File: config.mk
export PLATFORM = sky130hd
export DESIGN_NAME = store_pair_queue
export DESIGN_NICKNAME = d
export VERILOG_FILES = /design/src/rtl/sapq_pkg.sv /design/src/rtl/sapq_store_fifo.sv /design/src/rtl/sapq_match.sv /design/src/rtl/sapq_write_port.sv /design/src/rtl/store_pair_queue.sv
export SDC_FILE = /design/constraint.sdc
export NUM_CORES = 1
export LEC_CHECK = 0
export BUFFER_PORTS_ARGS = -buffer_cell sky130_fd_sc_hd__buf_2
export CORE_MARGIN = 4
export CORE_UTILIZATION = 58
export DETAILED_ROUTE_END_ITERATION = 6
export PLACE_DENSITY = 0.8
export REMOVE_ABC_BUFFERS = 1
export SETUP_SLACK_MARGIN = 0.1
export SLEW_MARGIN = 30
export SYNTH_ARGS = -nofsm -noshare
export SYNTH_HDL_FRONTEND = slang
export SYNTH_SLANG_ARGS = --single-unit
File: constraint.sdc
create_clock -name clk -period 3.7 [get_ports clk]
set_input_delay 0.74 -clock clk [delete_from_list [all_inputs] [get_ports clk]]
set_output_delay 0.74 -clock clk [all_outputs]
set_load 0.03 [all_outputs]
File: src/rtl/sapq_pkg.sv
// Package: shared types for the store address queue.
package sapq_pkg;

    // Occupancy class of the store address queue
    typedef enum logic [1:0] {
        Q_EMPTY   = 2'd0,
        Q_PARTIAL = 2'd1,
        Q_FULL    = 2'd2
    } qstate_t;

endpackage

File: src/rtl/sapq_store_fifo.sv
// Module: sapq_store_fifo
// Circular buffer of pending store addresses. Exposes every slot with a
// live bit so the load comparator can see all pending entries.
// Assumes: push is never asserted when full, pop never when empty
// (the top guards both).
module sapq_store_fifo
    import sapq_pkg::*;
#(
    parameter int ADDR_W = 16,
    parameter int DEPTH  = 8
) (
    input  logic                      clk,
    input  logic                      rst_n,
    input  logic                      push,
    input  logic [ADDR_W-1:0]         push_addr,
    input  logic                      pop,
    output logic [ADDR_W-1:0]         head_addr,
    output logic [DEPTH*ADDR_W-1:0]   slot_addr,
    output logic [DEPTH-1:0]          slot_live,
    output qstate_t                   state
);
    localparam int PTR_W = (DEPTH > 1) ? $clog2(DEPTH) : 1;
    localparam int CNT_W = $clog2(DEPTH + 1);
    localparam logic [PTR_W-1:0] LAST_PTR = PTR_W'(DEPTH - 1);
    localparam logic [CNT_W-1:0] FULL_CNT = CNT_W'(DEPTH);

    logic [ADDR_W-1:0] store_mem [DEPTH];
    logic [PTR_W-1:0]  head_q, tail_q;
    logic [CNT_W-1:0]  count_q;
    logic [DEPTH-1:0]  live_q, live_d;

    function automatic logic [PTR_W-1:0] ptr_next(input logic [PTR_W-1:0] p);
        return (p == LAST_PTR) ? '0 : p + 1'b1;
    endfunction

    // Next-state of the per-slot live bits
    always_comb begin
        live_d = live_q;
        if (pop)  live_d[head_q] = 1'b0;
        if (push) live_d[tail_q] = 1'b1;
    end

    // Pointer, count and live-bit registers
    always_ff @(posedge clk) begin
        if (!rst_n) begin
            head_q  <= '0;
            tail_q  <= '0;
            count_q <= '0;
            live_q  <= '0;
        end else begin
            if (push) tail_q <= ptr_next(tail_q);
            if (pop)  head_q <= ptr_next(head_q);
            count_q <= count_q + CNT_W'(push) - CNT_W'(pop);
            live_q  <= live_d;
        end
    end

    // Address storage; contents are only meaningful where live
    always_ff @(posedge clk) begin
        if (push) store_mem[tail_q] <= push_addr;
    end

    // Flatten the storage for the comparator
    for (genvar i = 0; i < DEPTH; i++) begin : g_flat
        assign slot_addr[i*ADDR_W +: ADDR_W] = store_mem[i];
    end

    assign slot_live = live_q;
    assign head_addr = store_mem[head_q];

    // Occupancy class
    always_comb begin
        if (count_q == '0)           state = Q_EMPTY;
        else if (count_q == FULL_CNT) state = Q_FULL;
        else                          state = Q_PARTIAL;
    end

endmodule

File: src/rtl/sapq_match.sv
// Module: sapq_match
// Associative compare of one probe address against every live slot.
// Assumes: slot_live gates slots whose storage may be stale.
module sapq_match #(
    parameter int ADDR_W = 16,
    parameter int DEPTH  = 8
) (
    input  logic [ADDR_W-1:0]       probe,
    input  logic [DEPTH*ADDR_W-1:0] slot_addr,
    input  logic [DEPTH-1:0]        slot_live,
    output logic                    any_hit
);
    logic [DEPTH-1:0] hit;

    // One equality comparator per slot
    for (genvar i = 0; i < DEPTH; i++) begin : g_cmp
        assign hit[i] = slot_live[i] && (slot_addr[i*ADDR_W +: ADDR_W] == probe);
    end

    assign any_hit = |hit;

endmodule

File: src/rtl/sapq_write_port.sv
// Module: sapq_write_port
// Registers a paired address/value as a one-cycle memory write request.
// Assumes: the memory accepts a request every cycle.
module sapq_write_port #(
    parameter int ADDR_W = 16,
    parameter int DATA_W = 32
) (
    input  logic              clk,
    input  logic              rst_n,
    input  logic              fire,
    input  logic [ADDR_W-1:0] addr,
    input  logic [DATA_W-1:0] data,
    output logic              wr_valid,
    output logic [ADDR_W-1:0] wr_addr,
    output logic [DATA_W-1:0] wr_data
);
    // Output request register
    always_ff @(posedge clk) begin
        if (!rst_n) begin
            wr_valid <= 1'b0;
            wr_addr  <= '0;
            wr_data  <= '0;
        end else begin
            wr_valid <= fire;
            if (fire) begin
                wr_addr <= addr;
                wr_data <= data;
            end
        end
    end

endmodule

File: src/rtl/store_pair_queue.sv
// Module: store_pair_queue
// Parks early store addresses, pairs each arriving store value with the
// oldest parked address, and stalls loads that hit a parked address.
// Assumes: inputs are held while the matching stall is high; a full queue
// refuses new addresses even when an entry leaves in the same cycle.
module store_pair_queue
    import sapq_pkg::*;
#(
    parameter int ADDR_W = 16,
    parameter int DATA_W = 32,
    parameter int DEPTH  = 8
) (
    input  logic              clk,
    input  logic              rst_n,
    input  logic              sa_valid,
    input  logic [ADDR_W-1:0] sa_addr,
    output logic              sa_stall,
    input  logic              sd_valid,
    input  logic [DATA_W-1:0] sd_data,
    output logic              sd_ready,
    input  logic              ld_valid,
    input  logic [ADDR_W-1:0] ld_addr,
    output logic              ld_stall,
    input  logic              rd_req,
    output logic              rd_stall,
    output logic              mem_wr_valid,
    output logic [ADDR_W-1:0] mem_wr_addr,
    output logic [DATA_W-1:0] mem_wr_data
);
    qstate_t                  qstate;
    logic                     push, pop, any_hit;
    logic [ADDR_W-1:0]        head_addr;
    logic [DEPTH*ADDR_W-1:0]  slot_addr;
    logic [DEPTH-1:0]         slot_live;

    // Handshake decode from the occupancy class
    always_comb begin
        sa_stall = (qstate == Q_FULL);
        sd_ready = (qstate != Q_EMPTY);
        push     = sa_valid && !sa_stall;
        pop      = sd_valid && sd_ready;
        ld_stall = ld_valid && any_hit;
        rd_stall = rd_req && sd_ready;
    end

    sapq_store_fifo #(.ADDR_W(ADDR_W), .DEPTH(DEPTH)) u_fifo (
        .clk       (clk),
        .rst_n     (rst_n),
        .push      (push),
        .push_addr (sa_addr),
        .pop       (pop),
        .head_addr (head_addr),
        .slot_addr (slot_addr),
        .slot_live (slot_live),
        .state     (qstate)
    );

    sapq_match #(.ADDR_W(ADDR_W), .DEPTH(DEPTH)) u_match (
        .probe     (ld_addr),
        .slot_addr (slot_addr),
        .slot_live (slot_live),
        .any_hit   (any_hit)
    );

    sapq_write_port #(.ADDR_W(ADDR_W), .DATA_W(DATA_W)) u_wr (
        .clk      (clk),
        .rst_n    (rst_n),
        .fire     (pop),
        .addr     (head_addr),
        .data     (sd_data),
        .wr_valid (mem_wr_valid),
        .wr_addr  (mem_wr_addr),
        .wr_data  (mem_wr_data)
    );

endmodule

==> results.md, run 1 <==
* Post-DRT Antenna Nets at 0
* Outcome: finished clean
* First-pass GRT wire length at between 30000 and 40000 um
* R2R cell count at 8
* Port bufs at about 120
* Post-CTS setup buffer count at 0
* Leading area contributor after synthesis: edfxtp_1
* Largest net degree at the start of global routing at 75
* Die X at ~130 um
* Fin. Hold Viols at 0
* Hold crit path type: register to register
* Internal at about 4 mW
* Cell area power density at 582 mW/mm2
* Hold Buf Count CTS at 0
* PostCTS Resize Cnt at 0
* Comb pwr share at 0.249
* Part of the power in registers at 0.452
* Die height at ~130 um
* Worst Path Required at slightly below 3000 ps
* Worst setup path start: ld_addr[14]
* Clock power share at 0.299
* Psw at ~1.9 mW
* HPWL after DPL at 15500 um
* Antenna violations before repair at 0
* Yosys warns at 0
* Post-Syn Area per Cell at between 10 and 15 um2
* IO Pins at 123
* Total grt overflow at 0
* Least-Margin Pin Slew at 803 ps
* Crit-path max FO at 8
* Initial DRC Count at roughly 610
* Tmin final at about 3400 ps
* CP Capture Type: output port
* Seq/Total Area, Yosys at 0.583
* VDD IR max at between 0.3 and 0.4 mV
* Post-Synthesis Cell Area at approximately 0.009 mm2
* DR pass1 iterations at 7
* Final core utilization at 0.687
* Vias in the first global route at 6086
* Vias at slightly above 6000
* DRT Wirelength at roughly 23000 um
* Top cells by area, synth: edfxtp_1 43%, dfxtp_1 15%, xor2_1 12%, nand2_1 3.5%, a21boi_0 2.9%
* FF-to-FF End: u_fifo.store_mem[7][7]
* Setup Viol. Count Final at 0
* Hold Path End: u_wr.wr_data[7]
* Slew Limit Headroom at 0.464
* Die area at ~0.017 mm2
* # DRC at 0
* CP arrival at 2640 ps
* EDFF count, synth at approximately 130
* Nets at 897
* GRT Overall Usage at 0.265
* Switching share of power at 0.320
* Startpoint types: primary input
* Post-synth ARST share at 0
* Total CTS buffers at 17
* FMAX at between 200 and 300 MHz
* Clk buf depth at 2
* Reg clk slew, reported paths at around 60 ps
* Core ar. at between 0.01 and 0.015 mm2
* Cell count after synthesis at 705
* Final GP Congestion at about 0.93
* Clk_skew at around 10 ps
* Area growth from synthesis to final layout at 14.0%
* Hold Crit Depth at 2
* Top-area cell type share of the netlist area at 0.432
* TritonCTS clock tree: yes
* DR WL/cell at 22.9 um
* Post-synthesis cell type count at 45
* Layout cells sized above 1 at 0.242
* # Max-Cap Violations at 0
* Clk sinks at ~200
* Root Driver: clkbuf_16
* Vias per inst at between 6 and 7
* R2R setup slack at roughly 1200 ps
* H-tree Lvls at 4
* RSZ-0062 raised after global routing: no
* Clk Latency, worst-skew pair at about 440 ps
* Crit path kind: primary input to output port
* Reg-to-reg critical path startpoint: u_fifo.count_q[2]
* Top_reg_cell synth: edfxtp_1
* Yosys reg bits at between 150 and 200
* Final Slew Violations at 0
* FP Rows at 44
* Initial cell density of the core at 0.603
* Leakage at around 3.8 nW
* Fin crit share at 0.912
* Antenna cells at 0
* Setup TNS Final at 0 ps
* Hold_sp: u_wr.wr_data[7]
how the worst max path moves through the flow:
stage / end / cells after the start
after CTS: ld_stall / 7
after detailed placement: ld_stall / 7
after global placement: ld_stall / 7
after global routing: ld_stall / 7
after floorplan: u_fifo.count_q[2] / 11
final: ld_stall / 7
per-layer routing:
layer / global-route usage / share of wire
met3: 0.0611 / 0.090
met5: 0 / 0
met2: 0.426 / 0.47
met1: 0.347 / 0.41
met4: 0.117 / 0.030
cell type report:
class                      instances  area, um2
multi-input combinational        455       3380
sequential                       195       5180
inverter                           8       30.0
fill                            1063       4620
clock inverter                    10       92.6
clock buffer                      22        464
tap                              184        230
timing repair buffer             139        761
through the flow:
| stage | worst slack (ps) | hold WS [ps] | total power, mW | std cells | cell area [um2] |
|---|---|---|---|---|---|
| detailed placement | 446 | 444 | 4.14 | 977 | 9520 |
| global placement | 521 | 437 | 4.10 | 977 | 9520 |
| finish | 324 | 451 | 5.90 | 1013 | 10100 |
| floorplan | 199 | 514 | 3.64 | 658 | 8560 |
| CTS | 433 | 454 | 5.88 | 1009 | 10100 |
| global route | 300 | 471 | 6.15 | 1013 | 10100 |
power by group through the flow:
stage               clock network (mW)  logic (mW)  registers (mW)
floorplan                            0       0.696            2.94
finish                            1.77        1.47            2.67
CTS                               1.78        1.44            2.67
global placement                     0        1.40            2.70
detailed placement                   0        1.43            2.72
global route                      1.87        1.59            2.69
critical path, stage by stage:
cell and delay, ps:
buf_2 180, xor2_1 170, nor4_1 700, nand4_1 180
o22ai_1 230, o41a_1 220, buf_2 210
kinds of logic after synthesis:
family | count (synthesis) | share of synthesized area
buffers and inverters | 55 | 0.0409
flip-flops | 195 | 0.583
AND/OR/NAND/NOR | 157 | 0.0937
XOR/XNOR | 130 | 0.128
adder cells (fa/ha/maj) | 11 | 0.0163
AO/OA/AOI/OAI | 157 | 0.138
flip-flops by register name, indices dropped and copies added (netlist names):
| signal | flops |
|---|---|
| u_fifo.store_mem | 128 |
| u_wr.wr_data | 32 |
| u_wr.wr_addr | 16 |
| u_fifo.slot_live | 8 |
| u_fifo.count_q | 4 |
| u_fifo.head_q | 3 |
| u_fifo.tail_q | 3 |
| u_wr.wr_valid | 1 |
Yosys cell counts (8+ instances only):
cell type	number
a21boi_0	34
a21boi_1	10
a221oi_1	28
a22o_1	22
a22o_2	10
a31oi_1	16
buf_4	25
buf_6	8
clkbuf_1	11
dfxtp_1	67
edfxtp_1	128
ha_1	10
nand2_1	83
nand4_1	8
nor3_1	12
nor4_1	25
o21a_1	8
o21ai_0	16
xnor2_1	8
xor2_1	122
cells in the final DEF (no fill, tap or decap), types with 8 or more instances in the layout:
cell       synthesis  final
a22o_2            10     10
edfxtp_1         128    128
o21ai_0           16     16
buf_4             25     13
o21a_1             8      8
nand2_1           83     83
nor3_1            12      9
clkbuf_16          0     17
ha_1              10     10
nand4_1            8      8
a221oi_1          28     28
dfxtp_1           67     67
a21boi_1          10     10
buf_2              3    122
a31oi_1           16     16
a21boi_0          34     34
xor2_1           122    122
a22o_1            22     22
xnor2_1            8      8
nor4_1            25     24
Power figures use the tool's default switching activity.
==> run 2, diff against run 1 <==
--- a/config.mk
+++ b/config.mk
@@ -7,9 +7,9 @@
 export LEC_CHECK = 0
 export BUFFER_PORTS_ARGS = -buffer_cell sky130_fd_sc_hd__buf_2
 export CORE_MARGIN = 4
-export CORE_UTILIZATION = 58
+export CORE_UTILIZATION = 62
 export DETAILED_ROUTE_END_ITERATION = 6
-export PLACE_DENSITY = 0.8
+export PLACE_DENSITY = 0.85
 export REMOVE_ABC_BUFFERS = 1
 export SETUP_SLACK_MARGIN = 0.1
 export SLEW_MARGIN = 30
==> constraint.sdc (replaced) <==
create_clock -name clk -period 4.3 [get_ports clk]
set_input_delay 0.86 -clock clk [delete_from_list [all_inputs] [get_ports clk]]
set_output_delay 0.86 -clock clk [all_outputs]
set_load 0.03 [all_outputs]
==> results.md, run 2 (synthesis results as in run 1) <==
* Total grt overflow at 0 (unchanged)
* FP Rows at 43 (was 44)
* RSZ-0062 raised after global routing: no (unchanged)
* # Max-Cap Violations at 0 (unchanged)
* Largest net degree at the start of global routing at 75 (unchanged)
* Crit-path max FO at 8 (unchanged)
* Vias at 6317 (was 6183)
* M1 WL at 9120 um (was 9490 um)
* Worst Path Required at 3440 ps (was 2960 ps)
* Vias in the first global route at 6171 (was 6086)
* Clock power share at 0.307 (was 0.299)
* Initial DRC Count at 637 (was 609)
* Top routing layer in use: met4 (unchanged)
* CP arrival at 2660 ps (was 2640 ps)
* First-pass GRT wire length at 35200 um (was 35100 um)
* Switching share of power at 0.321 (was 0.320)
* Final GP Congestion at 0.935 (was 0.933)
* Clk Latency, worst-skew pair at 440 ps (about the same)
* Cell area power density at 507 mW/mm2 (was 582 mW/mm2)
* Worst Setup EP: ld_stall (unchanged)
* Antenna cells at 0 (unchanged)
* Startpoint types: primary input (unchanged)
* # DRC at 0 (unchanged)
* Clk buf depth at 2 (unchanged)
* VDD IR max at 0.318 mV (was 0.357 mV)
* Final Slew Violations at 0 (unchanged)
* Fin crit share at 0.819
* Fin. Hold Viols at 0 (unchanged)
* Total chip power at 5.14 mW (was 5.90 mW)
* Slew Limit Headroom at 0.340 (was 0.464)
* Met3 wire len at 2310 um (was 2090 um)
* PostCTS Resize Cnt at 0 (unchanged)
* Met2 routed WL at 11300 um (was 10900 um)
* Hold Buf Count CTS at 0 (unchanged)
* FF-to-FF End: u_fifo.store_mem[3][2] (was u_fifo.store_mem[7][7])
* Post-DRT Antenna Nets at 0 (unchanged)
* Clk_skew at 10.8 ps (was 10.0 ps)
* Crit path kind: primary input to output port (unchanged)
* IO Pins at 123 (unchanged)
* Outcome: finished clean (unchanged)
* Internal at 3.49 mW (was 4.01 mW)
* Root Driver: clkbuf_16 (unchanged)
* Vias per inst at 6.29 (was 6.10)
* Leakage at 3.83 nW (was 3.84 nW)
* Core ar. at 0.0140 mm2 (was 0.0148 mm2)
* Die height at 128 um (was 132 um)
* Reg-to-reg critical path startpoint: u_fifo.count_q[2] (unchanged)
* Nets at 893 (was 897)
* Die area at 0.0163 mm2 (was 0.0174 mm2)
* Initial cell density of the core at 0.636 (was 0.603)
* GRT Overall Usage at 0.289 (was 0.265)
* DR WL/cell at 23.6 um (was 22.9 um)
* Part of the power in registers at 0.447 (was 0.452)
* CP Capture Type: output port (unchanged)
* DR pass1 iterations at 5 (was 7)
* Commonest non-fill, non-tap cell in the layout: edfxtp_1 (unchanged)
* Setup Viol. Count Final at 0 (unchanged)
* TritonCTS clock tree: yes (unchanged)
* Total CTS buffers at 17 (unchanged)
* Post-CTS setup buffer count at 0 (unchanged)
* Biggest regs: u_fifo.store_mem: 128 flops, u_wr.wr_data: 32 flops, u_wr.wr_addr: 16 flops (unchanged)
* R2R cell count at 8 (unchanged)
* Largest register FFs at 128 (unchanged)
* Die X at 128 um (was 132 um)
* Commonest cells after routing, fill and taps aside: 128 x edfxtp_1, 122 x xor2_1, 121 x buf_2 (was 128 x edfxtp_1, 122 x xor2_1, 122 x buf_2)
* Comb pwr share at 0.245 (was 0.249)
* Least-Margin Pin Slew at 987 ps (was 803 ps)
* Hold crit path type: register to register (unchanged)
* WHS at 454 ps (was 451 ps)
* FMAX at roughly 280 MHz
* Layout cells sized above 1 at 0.240 (was 0.242)
* Top reg by flops: u_fifo.store_mem (unchanged)
* Area growth from synthesis to final layout at 14.0% (about the same)
* Setup TNS Final at 0 ps (unchanged)
* Port bufs at 122 (unchanged)
* Clk sinks at 195 (unchanged)
* Tmin final at approximately 3500 ps
* Worst setup path start: ld_addr[1] (was ld_addr[14])
* HPWL after DPL at 15900 um (was 15500 um)
* Antenna violations before repair at 0 (unchanged)
* DRT Wirelength at 23700 um (was 23200 um)
* H-tree Lvls at 4 (unchanged)
* Reg clk slew, reported paths at 60 ps (about the same)
* Psw at 1.65 mW (was 1.89 mW)
* R2R setup slack at 1640 ps (was 1190 ps)
==> run 2: cell count changes in the layout (fill, tap and decap cells not counted), sizes merged <==
| cell | delta |
|---|---|
| buf | -4 |
| bufinv | +1 |
| clkbuf | -4 |
| clkinv | +4 |
| clkinvlp | +2 |
| inv | -3 |
==> run 2: worst max-delay path, cell delays in order <==
cell,delay (ps)
buf_2,170
xor2_1,200
nor4_1,560
nand4_1,220
o22ai_1,210
o41a_1,210
buf_2,220
==> run 2: routing by layer <==
layer  GRT usage  vias up
li1            -     2806
met3      0.0646       68
met1       0.365     3024
met4       0.142        0
met5           0        -
met2       0.474      419
==> run 2: worst min path at each step <==
stage	to	cells past startpoint	slack, ps	from
2_1_floorplan	u_fifo.tail_q[2]	2	510	u_fifo.tail_q[2]
3_3_place_gp	u_wr.wr_data[7]	2	440	u_wr.wr_data[7]
3_5_place_dp	u_wr.wr_data[9]	2	450	u_wr.wr_data[9]
4_1_cts	u_wr.wr_data[8]	2	460	u_wr.wr_data[8]
5_1_grt	u_wr.wr_data[8]	2	480	u_wr.wr_data[8]
6_report	u_wr.wr_data[8]	2	450	u_wr.wr_data[8]
==> run 2: power groups by stage <==
stage               Sequential, mW  Clock (mW)  Combinational, mW
finish                        2.30        1.58               1.26
detailed placement            2.34           0               1.25
global route                  2.32        1.67               1.36
floorplan                     2.53           0              0.599
CTS                           2.30        1.59               1.26
global placement              2.32           0               1.20
==> run 2: final cells by class <==
cell class,instances,area [um2]
clock buffer,18,439
clock inverter,14,151
fill,943,3850
inverter,8,30.0
multi-input combinational,455,3380
sequential,195,5180
tap,180,225
timing repair buffer,135,729
==> run 2: through the flow <==
step / worst slack, ps / util / instance area (um2) / std cells
final: 777 / 0.725 / 10100 / 1005
after global routing: 709 / 0.725 / 10100 / 1005
after CTS: 873 / 0.723 / 10100 / 1003
after detailed placement: 876 / 0.681 / 9520 / 971
after global placement: 885 / 0.679 / 9490 / 970
after floorplan: 799 / - / 8560 / 658
==> run 3, diff against run 2 <==
--- a/config.mk
+++ b/config.mk
@@ -5,11 +5,12 @@
 export SDC_FILE = /design/constraint.sdc
 export NUM_CORES = 1
 export LEC_CHECK = 0
+export ABC_AREA = 1
 export BUFFER_PORTS_ARGS = -buffer_cell sky130_fd_sc_hd__buf_2
 export CORE_MARGIN = 4
-export CORE_UTILIZATION = 62
+export CORE_UTILIZATION = 52
 export DETAILED_ROUTE_END_ITERATION = 6
-export PLACE_DENSITY = 0.85
+export PLACE_DENSITY = 0.76
 export REMOVE_ABC_BUFFERS = 1
 export SETUP_SLACK_MARGIN = 0.1
 export SLEW_MARGIN = 30
==> constraint.sdc (replaced) <==
create_clock -name clk -period 3.17 [get_ports clk]
set_input_delay 0.634 -clock clk [delete_from_list [all_inputs] [get_ports clk]]
set_output_delay 0.634 -clock clk [all_outputs]
set_load 0.03 [all_outputs]
==> results.md, run 3 <==
* Total CTS buffers at 17 (unchanged)
* Clk buf depth at 2 (unchanged)
* WHS at 436 ps (was 454 ps)
* Final core utilization at 0.620 (was 0.725)
* IO Pins at 123 (unchanged)
* Clk sinks at 195 (unchanged)
* Nets at 1301 (was 893)
* Leading area contributor after synthesis: edfxtp_1 (unchanged)
* Worst path bufs/invs at 3 (was 2)
* Largest register FFs at 128 (unchanged)
* Die height at 142 um (was 128 um)
* Clk_skew at 7.40 ps (was 10.8 ps)
* VDD IR max at 0.836 mV (was 0.318 mV)
* Startpoint types: primary input (unchanged)
* Placed Area at 0.0102 mm2 (was 0.00952 mm2)
* Setup TNS Final at 0 ps (unchanged)
* Largest net degree at the start of global routing at 62 (was 75)
* Slew Limit Headroom at 0.406 (was 0.340)
* Final cell count without fillers at 1458 (was 1005)
* TritonCTS clock tree: yes (unchanged)
* Least-Margin Pin Slew at 886 ps (was 987 ps)
* Top reg by flops: u_fifo.store_mem (unchanged)
* Leakage at 4.90 nW (was 3.83 nW)
* Area growth from synthesis to final layout at 16.2% (was 14.0%)
* Core ar. at 0.0174 mm2 (was 0.0140 mm2)
* Post-Synthesis Cell Area at 0.00930 mm2 (was 0.00889 mm2)
* Vias in the first global route at 7813 (was 6171)
* Post-CTS setup buffer count at 0 (unchanged)
* DRT Wirelength at 30700 um (was 23700 um)
* Reg clk slew, reported paths at 80 ps (was 60 ps)
* Hold_sp: sd_data[10] (was u_wr.wr_data[8])
* Outcome: finished clean (unchanged)
* H-tree Lvls at 4 (unchanged)
* Final Slew Violations at 0 (unchanged)
* Cell count after synthesis at 1092 (was 705)
* Top_reg_cell synth: edfxtp_1 (unchanged)
* Tmin final at slightly below 3000 ps
* CP Capture Type: output port (unchanged)
* Seq/Total Area, Yosys at 0.558 (was 0.583)
* Post-Syn Area per Cell at 8.51 um2 (was 12.6 um2)
* EDFF count, synth at 128 (unchanged)
* Initial cell density of the core at 0.534 (was 0.636)
* Top cells by area, synth: edfxtp_1 41%, dfxtp_1 14%, nand2_1 9.6%, nor2_1 8.0%, inv_1 5.9% (was edfxtp_1 43%, dfxtp_1 15%, xor2_1 12%, nand2_1 3.5%, a21boi_0 2.9%)
* Root Driver: clkbuf_16 (unchanged)
* Dpl cells at 1426 (was 971)
* Crit path kind: primary input to output port (unchanged)
* DR WL/cell at 21.1 um (was 23.6 um)
* DR pass1 iterations at 6 (was 5)
* FMAX at 343 MHz
* Setup slack after layout at 251 ps (was 777 ps)
* Layout cells sized above 1 at 0.152 (was 0.240)
* Reg-to-reg critical path startpoint: u_fifo.head_q[0] (was u_fifo.count_q[2])
* Vias per inst at 5.62 (was 6.29)
* Crit path largest cell delay at 320 ps (was 560 ps)
* Setup WS pre-CTS at 316 ps (was 876 ps)
* Clk Latency, worst-skew pair at 450 ps (was 440 ps)
* Cell area power density at 707 mW/mm2 (was 507 mW/mm2)
* Hold Crit Depth at 3 (was 2)
* Fin crit share at 0.921
* HPWL after DPL at 22200 um (was 15900 um)
* Total grt overflow at 0 (unchanged)
* Post-DRT Antenna Nets at 0 (unchanged)
* Crit-path max FO at 12 (was 8)
* RSZ-0062 raised after global routing: no (unchanged)
* Worst setup path start: ld_addr[13] (was ld_addr[1])
* Critical Path Stages at 11 (was 7)
* Commonest cells after routing, fill and taps aside: 237 x nand2_1, 197 x nor2_1, 146 x inv_1 (was 128 x edfxtp_1, 122 x xor2_1, 121 x buf_2)
* Fin. Hold Viols at 0 (unchanged)
* Finished layout cell area at 0.0108 mm2 (was 0.0101 mm2)
* First-pass GRT wire length at 45500 um (was 35200 um)
* Crit-path leading delay family: simple AND/OR/NAND/NOR gates (unchanged)
* Yosys warns at 0 (unchanged)
* Setup Viol. Count Final at 0 (unchanged)
* PostCTS Resize Cnt at 0 (unchanged)
* CP arrival at 2280 ps (was 2660 ps)
* Top-count cell post-synth: nand2_1 (was edfxtp_1)
* Hold crit path type: primary input to register (was register to register)
* Crit path top cell by count: nor2_1 (was buf_2)
* Final GP Congestion at 1.12 (was 0.935)
* Yosys reg bits at 195 (unchanged)
* Die area at 0.0201 mm2 (was 0.0163 mm2)
* Port bufs at 122 (unchanged)
* Synth top cells by count: 238 x nand2_1, 199 x nor2_1, 146 x inv_1, 128 x edfxtp_1, 97 x o21ai_0 (was 128 x edfxtp_1, 122 x xor2_1, 83 x nand2_1, 67 x dfxtp_1, 34 x a21boi_0)
* Antenna violations before repair at 0 (unchanged)
* Crit-path cells: buf_2, inv_1, o21ai_0, nor2_1, nand2_1, nor2_1, nand3_1, nand2_1, nor2_1, a21oi_1, buf_2 (was buf_2, xor2_1, nor4_1, nand4_1, o22ai_1, o41a_1, buf_2)
* Fill cell count at 1544 (was 943)
* Post-synthesis cell type count at 34 (was 45)
* Slowest cell on crit path: inv_1 (was nor4_1)
* Commonest non-fill, non-tap cell in the layout: nand2_1 (was edfxtp_1)
* # Max-Cap Violations at 0 (unchanged)
* Post-synth ARST share at 0 (unchanged)
* Top-area cell type share of the netlist area at 0.413 (was 0.432)
* Die X at 142 um (was 128 um)
* Antenna cells at 0 (unchanged)
* Vias at 8201 (was 6317)
* Initial DRC Count at 1057 (was 637)
* GRT Overall Usage at 0.305 (was 0.289)
* R2R cell count at 7 (was 8)
* # DRC at 0 (unchanged)
* Worst Path Required at 2540 ps (was 3440 ps)
* FP Rows at 48 (was 43)
* Biggest regs: u_fifo.store_mem: 128 flops, u_wr.wr_data: 32 flops, u_wr.wr_addr: 16 flops (unchanged)
* Hold Buf Count CTS at 0 (unchanged)
* Total chip power at 7.64 mW (was 5.14 mW)
-- run 3: changes by cell type after synthesis, sizes merged, moves of 20 or more --
cell | before | now
xor2 | 122 | 26
inv | 8 | 148
a22o | 32 | 0
a21boi | 44 | 1
a221oi | 32 | 7
nor2 | 6 | 199
nand3 | 1 | 27
buf | 36 | 16
o21ai | 16 | 99
nand2 | 84 | 238
a21oi | 3 | 27
nor4 | 25 | 0
-- run 3: cell families after synthesis --
family          synth area share
compound gates             0.124
xor+xnor                  0.0264
fa+ha+maj                 0.0156
buf+inv                   0.0791
flops                      0.558
simple gates               0.198
-- run 3: final timing paths --
path / to / slack [ps]
worst max register to register: u_wr.wr_addr[8] / 720
worst min-delay path: u_wr.wr_data[10] / 440
worst min register to register: u_fifo.slot_live[5] / 480
worst max-delay path: ld_stall / 250
-- run 3: final cells by class --
type | count | area, um2 | area share
clock inverters | 14 | 136 | 0.0126
inverters | 152 | 571 | 0.0528
well taps | 225 | 282 | 0.0261
clock buffers | 18 | 450 | 0.0417
repair buffers | 146 | 791 | 0.0732
flip-flops and latches | 195 | 5180 | 0.480
multi-input cells | 708 | 3390 | 0.314
-- run 3: report_power, final --
part           total (mW)  internal [mW]  switching [mW]  leakage (nW)
registers            3.21           3.04           0.179          1.72
clock network        2.15           1.09            1.06         0.291
logic                2.27          0.664            1.61          2.89
-- run 3: worst reg2reg max path, cell delays in order, from the launching register on --
cell,delay (ps)
dfxtp_1,550
inv_1,190
nand3_2,280
clkinv_1,610
a221oi_1,470
nand3_1,130
nand2_1,80
inv_1,30
-- run 3: metal layers --
layer | share of wire | vias to the layer above | global-route usage
met4 | 0.034 | 0 | 0.0970
met3 | 0.11 | 85 | 0.0846
met1 | 0.40 | 3808 | 0.417
li1 | - | 3832 | -
met2 | 0.46 | 476 | 0.474
met5 | 0 | - | 0
